**config.mk**
```make
export PLATFORM = sky130hd
export DESIGN_NAME = symfir_tap_cell
export DESIGN_NICKNAME = d
export VERILOG_FILES = /design/src/rtl/symfir_pkg.sv /design/src/rtl/symfir_delay_line.sv /design/src/rtl/symfir_coef_mem.sv /design/src/rtl/symfir_mac.sv /design/src/rtl/symfir_tap_cell.sv
export SDC_FILE = /design/constraint.sdc
export NUM_CORES = 2
export LEC_CHECK = 0
export BUFFER_PORTS_ARGS = -buffer_cell sky130_fd_sc_hd__buf_2
export CELL_PAD_IN_SITES_DETAIL_PLACEMENT = 1
export CELL_PAD_IN_SITES_GLOBAL_PLACEMENT = 1
export CORE_MARGIN = 8
export CORE_UTILIZATION = 48
export DETAILED_ROUTE_END_ITERATION = 8
export HOLD_SLACK_MARGIN = 0.02
export PLACE_DENSITY = 0.78
export SLEW_MARGIN = 20
export SYNTH_ARGS = -nofsm -noshare
export SYNTH_HDL_FRONTEND = slang
export SYNTH_HIERARCHICAL = 1
export SYNTH_SLANG_ARGS = --single-unit
```
**constraint.sdc**
```tcl
create_clock -name clk -period 11.3 [get_ports clk]
set_clock_uncertainty 0.2 [all_clocks]
set_input_delay 1.13 -clock clk [delete_from_list [all_inputs] [get_ports clk]]
set_output_delay 1.13 -clock clk [all_outputs]
set_load 0.03 [all_outputs]
```
**src/rtl/symfir_pkg.sv**
```systemverilog
// Shared constants for the symmetric FIR tap cell.
// Assumes: the delay-line depth is a power of two so address arithmetic wraps.
package symfir_pkg;
    localparam int LINE_FWD      = 0;   // index of the forward delay line
    localparam int LINE_BWD      = 1;   // index of the backward delay line
    localparam int NUM_LINES     = 2;
    localparam int DEF_DATA_W    = 18;
    localparam int DEF_COEF_W    = 16;
    localparam int DEF_SUM_W     = 38;
    localparam int DEF_TAPS      = 16;
endpackage

```
**src/rtl/symfir_delay_line.sv**
```systemverilog
// Circular sample delay line. A shift writes the new word at the head slot and
// moves the head on, so every stored word ages by one. Reads are by age
// (0 = newest). The oldest word sits at the head slot that the next shift overwrites.
// Assumes: DEPTH is a power of two.
module symfir_delay_line #(
    parameter int DATA_W = 18,
    parameter int DEPTH  = 16,
    localparam int AW    = $clog2(DEPTH)
) (
    input  logic              clk,
    input  logic              rst_n,
    input  logic              shift_en,
    input  logic [DATA_W-1:0] wr_data,
    input  logic [AW-1:0]     rd_age,
    output logic [DATA_W-1:0] rd_data,
    output logic [DATA_W-1:0] oldest,
    output logic [DATA_W-1:0] newest
);
    logic [DATA_W-1:0] mem [DEPTH];
    logic [AW-1:0]     head;
    logic [AW-1:0]     rd_slot;

    // Storage and head pointer: clear on reset, write and advance on shift.
    always_ff @(posedge clk) begin
        if (!rst_n) begin
            head <= '0;
            for (int i = 0; i < DEPTH; i++) begin
                mem[i] <= '0;
            end
        end else if (shift_en) begin
            mem[head] <= wr_data;
            head      <= head + AW'(1);
        end
    end

    // Age-to-slot mapping: the newest word lives one slot behind the head.
    always_comb begin
        rd_slot = head - AW'(1) - rd_age;
        rd_data = mem[rd_slot];
        oldest  = mem[head];
        newest  = mem[head - AW'(1)];
    end

    // a shift advances the head by exactly one slot
    a_r3_advance: assert property (@(posedge clk) disable iff (!rst_n)
        shift_en |=> head == $past(head) + AW'(1));

    // the written sample becomes the age-0 word
    a_r3_write: assert property (@(posedge clk) disable iff (!rst_n)
        shift_en |=> newest == $past(wr_data));

    // without a shift the line holds
    a_r3_hold: assert property (@(posedge clk) disable iff (!rst_n)
        !shift_en |=> $stable(head) && $stable(oldest) && $stable(newest));
endmodule

```
**src/rtl/symfir_coef_mem.sv**
```systemverilog
// Coefficient table: one write port, one combinational read port.
// A write lands at the rising edge, so a read in the same cycle returns the old word.
// Assumes: DEPTH is a power of two.
module symfir_coef_mem #(
    parameter int COEF_W = 16,
    parameter int DEPTH  = 16,
    localparam int AW    = $clog2(DEPTH)
) (
    input  logic              clk,
    input  logic              rst_n,
    input  logic              wr_en,
    input  logic [AW-1:0]     wr_addr,
    input  logic [COEF_W-1:0] wr_data,
    input  logic [AW-1:0]     rd_addr,
    output logic [COEF_W-1:0] rd_data
);
    logic [COEF_W-1:0] mem [DEPTH];

    // Coefficient storage: clear on reset, store on write strobe.
    always_ff @(posedge clk) begin
        if (!rst_n) begin
            for (int i = 0; i < DEPTH; i++) begin
                mem[i] <= '0;
            end
        end else if (wr_en) begin
            mem[wr_addr] <= wr_data;
        end
    end

    // Read port: combinational lookup by tap index.
    assign rd_data = mem[rd_addr];

    // a strobed write is held at its address afterwards
    a_r2_write: assert property (@(posedge clk) disable iff (!rst_n)
        wr_en |=> mem[$past(wr_addr)] == $past(wr_data));
endmodule

```
**src/rtl/symfir_mac.sv**
```systemverilog
// Pre-adder, multiplier and sum-chain stage. The backward operand is gated by
// fold_en, added to the forward operand in DATA_W bits, multiplied by the signed
// coefficient and registered. One cycle later the product, sign-extended, is
// added to the incoming partial sum and registered again.
// Assumes: the caller has limited the operands when folding, so that the sum fits.
module symfir_mac #(
    parameter int DATA_W = 18,
    parameter int COEF_W = 16,
    parameter int SUM_W  = 38,
    localparam int PROD_W = DATA_W + COEF_W
) (
    input  logic              clk,
    input  logic              rst_n,
    input  logic              fold_en,
    input  logic [DATA_W-1:0] fwd_word,
    input  logic [DATA_W-1:0] bwd_word,
    input  logic [COEF_W-1:0] coef,
    input  logic [SUM_W-1:0]  chain_in,
    output logic [SUM_W-1:0]  chain_out
);
    logic [DATA_W-1:0]        bwd_gated;
    logic [DATA_W-1:0]        pre_sum;
    logic signed [PROD_W-1:0] prod_c;
    logic signed [PROD_W-1:0] prod_q;

    // Pre-adder and multiplier: fold the two taps, then scale by the coefficient.
    always_comb begin
        bwd_gated = fold_en ? bwd_word : '0;
        pre_sum   = fwd_word + bwd_gated;
        prod_c    = $signed(coef) * $signed(pre_sum);
    end

    // Two pipeline registers: the product, then the chain sum.
    always_ff @(posedge clk) begin
        if (!rst_n) begin
            prod_q    <= '0;
            chain_out <= '0;
        end else begin
            prod_q    <= prod_c;
            chain_out <= chain_in + SUM_W'(prod_q);
        end
    end

    // Checker-side reference, evaluated at full chain width.
    logic [1:0]              chk_warm;
    logic [DATA_W-1:0]       chk_fold;
    logic signed [SUM_W-1:0] chk_term;

    // Warm-up counter: counts cycles since reset, so $past never reaches into reset.
    always_ff @(posedge clk) begin
        if (!rst_n) begin
            chk_warm <= '0;
        end else if (chk_warm != 2'd2) begin
            chk_warm <= chk_warm + 2'd1;
        end
    end

    // Reference term: the folded operand times the coefficient, both widened to SUM_W.
    always_comb begin
        chk_fold = fwd_word + (fold_en ? bwd_word : {DATA_W{1'b0}});
        chk_term = SUM_W'($signed(coef)) * SUM_W'($signed(chk_fold));
    end

    // chain_out = chain_in one edge back + folded product two edges back
    a_r7_chain_timing: assert property (@(posedge clk) disable iff (!rst_n)
        chk_warm == 2'd2 |-> chain_out == $past(chain_in) + $past(chk_term, 2));
endmodule

```
**src/rtl/symfir_tap_cell.sv**
```systemverilog
// One cell of a time-multiplexed symmetric FIR cascade. It holds the forward and
// backward sample delay lines and the coefficient table, saturates incoming
// samples in symmetric mode, and passes the selected taps to the MAC stage.
// The oldest word of each line is presented combinationally for the next cell
// in that direction.
// Assumes: TAPS is a power of two; tap_idx is driven every cycle.
module symfir_tap_cell
    import symfir_pkg::*;
#(
    parameter int DATA_W = DEF_DATA_W,
    parameter int COEF_W = DEF_COEF_W,
    parameter int SUM_W  = DEF_SUM_W,
    parameter int TAPS   = DEF_TAPS,
    localparam int AW    = $clog2(TAPS)
) (
    input  logic              clk,
    input  logic              rst_n,
    input  logic              sym_en,
    input  logic              shift_en,
    input  logic [DATA_W-1:0] sample_in,
    input  logic [DATA_W-1:0] bwd_in,
    input  logic [AW-1:0]     tap_idx,
    input  logic              coef_we,
    input  logic [AW-1:0]     coef_addr,
    input  logic [COEF_W-1:0] coef_data,
    input  logic [SUM_W-1:0]  chain_in,
    output logic [SUM_W-1:0]  chain_out,
    output logic [DATA_W-1:0] sample_out,
    output logic [DATA_W-1:0] bwd_out
);
    localparam int LIM_HI = (1 << (DATA_W - 2)) - 1;
    localparam int LIM_LO = -(1 << (DATA_W - 2));

    logic [DATA_W-1:0] line_raw [NUM_LINES];
    logic [DATA_W-1:0] line_wr  [NUM_LINES];
    logic [AW-1:0]     line_age [NUM_LINES];
    logic [DATA_W-1:0] line_rd  [NUM_LINES];
    logic [DATA_W-1:0] line_old [NUM_LINES];
    logic [DATA_W-1:0] line_new [NUM_LINES];
    logic [COEF_W-1:0] coef_rd;

    // Line inputs and read ages: forward reads age t, backward reads the mirror age.
    always_comb begin
        line_raw[LINE_FWD] = sample_in;
        line_raw[LINE_BWD] = bwd_in;
        line_age[LINE_FWD] = tap_idx;
        line_age[LINE_BWD] = AW'(TAPS - 1) - tap_idx;
    end

    for (genvar g = 0; g < NUM_LINES; g++) begin : g_line
        logic top_bits_agree;

        // Input limiter: saturate to one bit less of range when folding.
        always_comb begin
            top_bits_agree = line_raw[g][DATA_W-1] == line_raw[g][DATA_W-2];
            if (sym_en && !top_bits_agree) begin
                line_wr[g] = {{2{line_raw[g][DATA_W-1]}}, {(DATA_W-2){~line_raw[g][DATA_W-1]}}};
            end else begin
                line_wr[g] = line_raw[g];
            end
        end

        symfir_delay_line #(
            .DATA_W (DATA_W),
            .DEPTH  (TAPS)
        ) u_line (
            .clk      (clk),
            .rst_n    (rst_n),
            .shift_en (shift_en),
            .wr_data  (line_wr[g]),
            .rd_age   (line_age[g]),
            .rd_data  (line_rd[g]),
            .oldest   (line_old[g]),
            .newest   (line_new[g])
        );

        // in symmetric mode every stored sample lies inside the 17-bit range
        a_r6_limited: assert property (@(posedge clk) disable iff (!rst_n)
            (shift_en && sym_en) |=>
                ($signed(line_new[g]) <= DATA_W'(LIM_HI)) &&
                ($signed(line_new[g]) >= DATA_W'(LIM_LO)));

        // in plain mode the sample is stored unchanged
        a_r6_plain_exact: assert property (@(posedge clk) disable iff (!rst_n)
            (shift_en && !sym_en) |=> line_new[g] == $past(line_raw[g]));
    end

    symfir_coef_mem #(
        .COEF_W (COEF_W),
        .DEPTH  (TAPS)
    ) u_coef (
        .clk     (clk),
        .rst_n   (rst_n),
        .wr_en   (coef_we),
        .wr_addr (coef_addr),
        .wr_data (coef_data),
        .rd_addr (tap_idx),
        .rd_data (coef_rd)
    );

    symfir_mac #(
        .DATA_W (DATA_W),
        .COEF_W (COEF_W),
        .SUM_W  (SUM_W)
    ) u_mac (
        .clk       (clk),
        .rst_n     (rst_n),
        .fold_en   (sym_en),
        .fwd_word  (line_rd[LINE_FWD]),
        .bwd_word  (line_rd[LINE_BWD]),
        .coef      (coef_rd),
        .chain_in  (chain_in),
        .chain_out (chain_out)
    );

    // Cascade outputs: the oldest word of each line goes to its neighbour.
    assign sample_out = line_old[LINE_FWD];
    assign bwd_out    = line_old[LINE_BWD];

    // all outputs are zero on the first cycle after reset
    a_r1_reset_zero: assert property (@(posedge clk) disable iff (!rst_n)
        $rose(rst_n) |-> chain_out == '0 && sample_out == '0 && bwd_out == '0);
endmodule

```
Word-level counts from Yosys, hierarchy flattened

Memory sizes are Yosys's and may differ from the RTL's. A register that Yosys moved wholly into a read port is not among the register bits.
Index checks and enable logic that the tools add are counted.

$add $sub $neg: 9
Multiply operators: 1
Equal/unequal tests: 2
Mux-type cells: 23
Bitwise gates (word level): 2
Reductions and logical operators: 7

Operator list:

| operator                                                           | count |
|---|---|
| 18-bit two-way mux                                                 | 3 |
| 38-bit adder                                                       | 1 |
| 18-bit OR reduction                                                | 2 |
| 16-bit by 18-bit multiplier with 34-bit output                     | 1 |
| 17-bit two-way mux                                                 | 2 |
| 4-bit two-way mux                                                  | 7 |
| 18-bit adder                                                       | 1 |
| 16-bit two-way mux                                                 | 1 |
| 16-bit OR reduction                                                | 1 |
| 1-bit two-way mux                                                  | 10 |
| 4-bit by 1-bit adder with 4-bit output, second input constant      | 2 |
| 4-bit by 1-bit subtractor with 4-bit output, second input constant | 2 |
| 4-bit subtractor                                                   | 2 |
| 4-bit subtractor, first input constant                             | 1 |
| 1-bit equality test                                                | 2 |
| 1-bit logical AND                                                  | 2 |
| 1-bit logical NOT                                                  | 2 |
| 1-bit NOT                                                          | 2 |

Flip-flop bits (word level): 80
Memory bits (writable): 832
Logic and storage cells: 51
Memories: 3

Memory list:

| name                 | depth | width | rd ports | clocked after memory_dff | wr ports | line                    | RTL |
|---|---|---|---|---|---|---|---|
| g_line[0].u_line.mem | 16    | 18    | 2        | 1                        | 16       | symfir_delay_line.sv:19 | `logic [DATA_W-1:0] mem [DEPTH];` |
| g_line[1].u_line.mem | 16    | 18    | 2        | 1                        | 16       | symfir_delay_line.sv:19 |  |
| u_coef.mem           | 16    | 16    | 1        | 0                        | 16       | symfir_coef_mem.sv:17   | `logic [COEF_W-1:0] mem [DEPTH];` |

Depth between registers and ports, before layout

An unclocked memory read counts as a cell.

Depth in word-level cells: 6
Mapped depth: 52
Mapped depth without buffers: 45

Hierarchy

The synthesis kept the hierarchy.

Modules (own cells, without submodules):

| module            | instances | cells an instance | area an instance (µm²) | sequential area each (µm²) |
|---|---|---|---|---|
| symfir_delay_line | 2         | 1,324             | 18,008.5               | 8,808.4 |
| symfir_mac        | 1         | 1,831             | 15,857.7               | 1,441.4 |
| symfir_coef_mem   | 1         | 722               | 11,637.4               | 7,687.4 |
| symfir_tap_cell   | 1         | 88                | 628.1                  | 0.0 |

Worst setup path before layout

No wires, ideal clock.

Kind: reg-to-reg
Start point: register g_line[1].u_line.head[0]
End point: register u_mac.prod_q[33]
Library setup time: 0.128 ns
Data arrival time: 10.874 ns
Data required time: 10.972 ns
Setup slack: 0.099 ns
Stages on the path, launching flop included: 48
Buffers on the path: 8
Period minus slack after synthesis: 11.201 ns
Cells stage by stage: dfxtp_1 -> buf_2 -> buf_2 -> inv_1 -> ha_1 -> xnor2_1 -> inv_2 -> buf_1 -> ha_1 -> a21oi_1 -> o21ai_0 -> xor3_1 -> buf_4 -> buf_6 -> mux2i_1 -> o221ai_1 -> and2_1 -> ha_1 -> [... 12 more ...] -> clkbuf_1 -> xnor2_1 -> xnor2_1 -> fa_1 -> fa_1 -> inv_1 -> fa_1 -> inv_1 -> ha_1 -> a21oi_1 -> o21ai_0 -> a211o_1 -> o21ai_0 -> o221ai_1 -> o41ai_1 -> o21ai_1 -> xnor2_1 -> nor2_1

RTL lines:

| what                   | line                    | RTL |
|---|---|---|
| from (decl)            | symfir_delay_line.sv:20 | `logic [AW-1:0] head;` |
| from (signal assigned) | symfir_delay_line.sv:32 | `head <= head + AW'(1);` |
| to (signal assigned)   | symfir_mac.sv:39        | `prod_q <= prod_c;` |
| to (decl)              | symfir_mac.sv:24        | `logic signed [PROD_W-1:0] prod_q;` |

==> metrics.cfg <==
[cts]
cts_tree=built
cts.clk_slew.worst_paths_ns=0.06
cts-root-buf=clkbuf_16
clock_sinks=920
clockBufferDepth=3
clk_latency_ns=0.71
ctsHtreeMaxLevel=3
cts_buffers=99
hold_buffers=0

[setup_path]
arrival_ns=11.15
endpoint_kind=register
cp-start-kind=register
slowest_delay_ns=0.82
worst_path_max_delay_cell=fa_4
path_common_cell=fa_1
cp.buffers_inverters=6
crit_required_ns=11.65
critical_path.max_fanout=24
crit_type=reg -> reg
cp_top_family=adder cells

[place]
place_worst_setup_slack_ns=-0.256
portBuffers=176
hpwlAfterDp_um=126000
gp_congestion=0.866

[run]
maxCapViolations=0

[floorplanning]
core_area_mm2=0.123
io_pins=177
die_area_mm2=0.136
rows=129
die_w_um=369
start_util_pct=48.3
die_y_um=369

[synthesis]
syn_area_mm2=0.0597
syn_nets=5234
yosysWarnings=6
synth_area_per_cell_um2=12.7
synthCells=4689

[route]
dr.pass1.iters=5
drc_errors=0
ant_nets=0
avgViaCountPerCell=6.36
vias=41400
routedWlPerCell_um=29.1
drt-initial-drc-count=3930
routed_wl_um=190000

[finish]
layout_common_cells=832 x edfxtp_1, 582 x and3_1, 407 x and2_1
drive_above_1_share_pct=22.3
syn_to_final_growth_pct=11.7
mostFrequentLayoutCell=edfxtp_1
fin_nets=5342

[global_route]
grt_pass1_wl_um=285000
antenna_found_initial=8
grt_pass1_vias=44800
grt_overflow=0
grt_max_degree=77
grt.total_usage_pct=27.4

[sta]
fin_crit_sh_pct=95.5
hold_viol=0
clock.fmax_ghz=0.0926
holdWs_ns=0.369
tns_ns=0
slew_viol_final=0
fin_ws_ns=0.503
grt_setup_unrepaired=no
setup_viol=0
slew-limit-headroom_pct=21.5
worstMarginPinSlew_ns=1.18
fin_crit_ns=10.80

[worst_hold_path]
hp-class=reg -> reg

[run_status]
outcome=finished clean

-- worst reg2reg max path, delay by kind of cell, from the launching register on --
| family | cells | cell delay (ns) |
|---|---|---|
| adders and majority gates | 10 | 4.91 |
| and+or+nand+nor | 9 | 1.94 |
| AOI/OAI and AO/OA | 5 | 1.39 |
| buffers and inverters | 6 | 1.02 |
| muxes | 1 | 0.57 |
| DFF | 1 | 0.50 |
| xor gates and xnor gates | 1 | 0.14 |
-- registers in the layout, indices dropped and copies added (netlist names), named ones only --
name                cells
u_mac/prod_q           34
u_coef/mem            256
g_line.u_line/head      8
u_mac/chain_out        38
g_line.u_line/mem     576
-- layer usage --
layer	GRT usage [%]	up-vias	part of all wire, %
li1	-	17200	-
met1	34.3	21600	37
met2	46.6	2122	50
met3	5.12	457	8.8
met4	11.7	8	4.7
met5	0	-	0.031
-- worst paths after layout --
kind | startpoint | endpoint | slack (ns) | cells past startpoint
worst max-delay path | g_line[0].u_line/head[1] | u_mac/prod_q[33] | 0.50 | 32
worst min-delay path | u_mac/prod_q[0] | u_mac/chain_out[0] | 0.37 | 2
worst max register to register | g_line[0].u_line/head[1] | u_mac/prod_q[33] | 0.50 | 32
worst min register to register | u_mac/prod_q[0] | u_mac/chain_out[0] | 0.37 | 2
-- what timing repair did --
action,in CTS,in global routing
buffers inserted,0,0
resized for setup,0,16
setup endpoints to repair,0,10
-- final cells by class --
type / instances / area [um^2]
multi-input cells: 2981 / 30100
clock inverters: 64 / 632
fillers: 12300 / 56800
diodes: 6 / 15.0
clock buffers: 119 / 2650
well taps: 1637 / 2050
repair buffers: 428 / 3090
flip-flops and latches: 920 / 26800
inverters: 367 / 1380
-- stage by stage --
step | cell area, um^2 | instances | util [%]
global placement | 63100 | 6332 | 51.1
floorplan | 59700 | 4689 | -
global route | 66600 | 6517 | 54.0
CTS | 66400 | 6515 | 53.8
detailed placement | 63200 | 6332 | 51.1
finish | 66600 | 6522 | 54.0
Power is not shown: default switching activity piles up to over one toggle a cycle in this logic, so the estimate is an artifact.
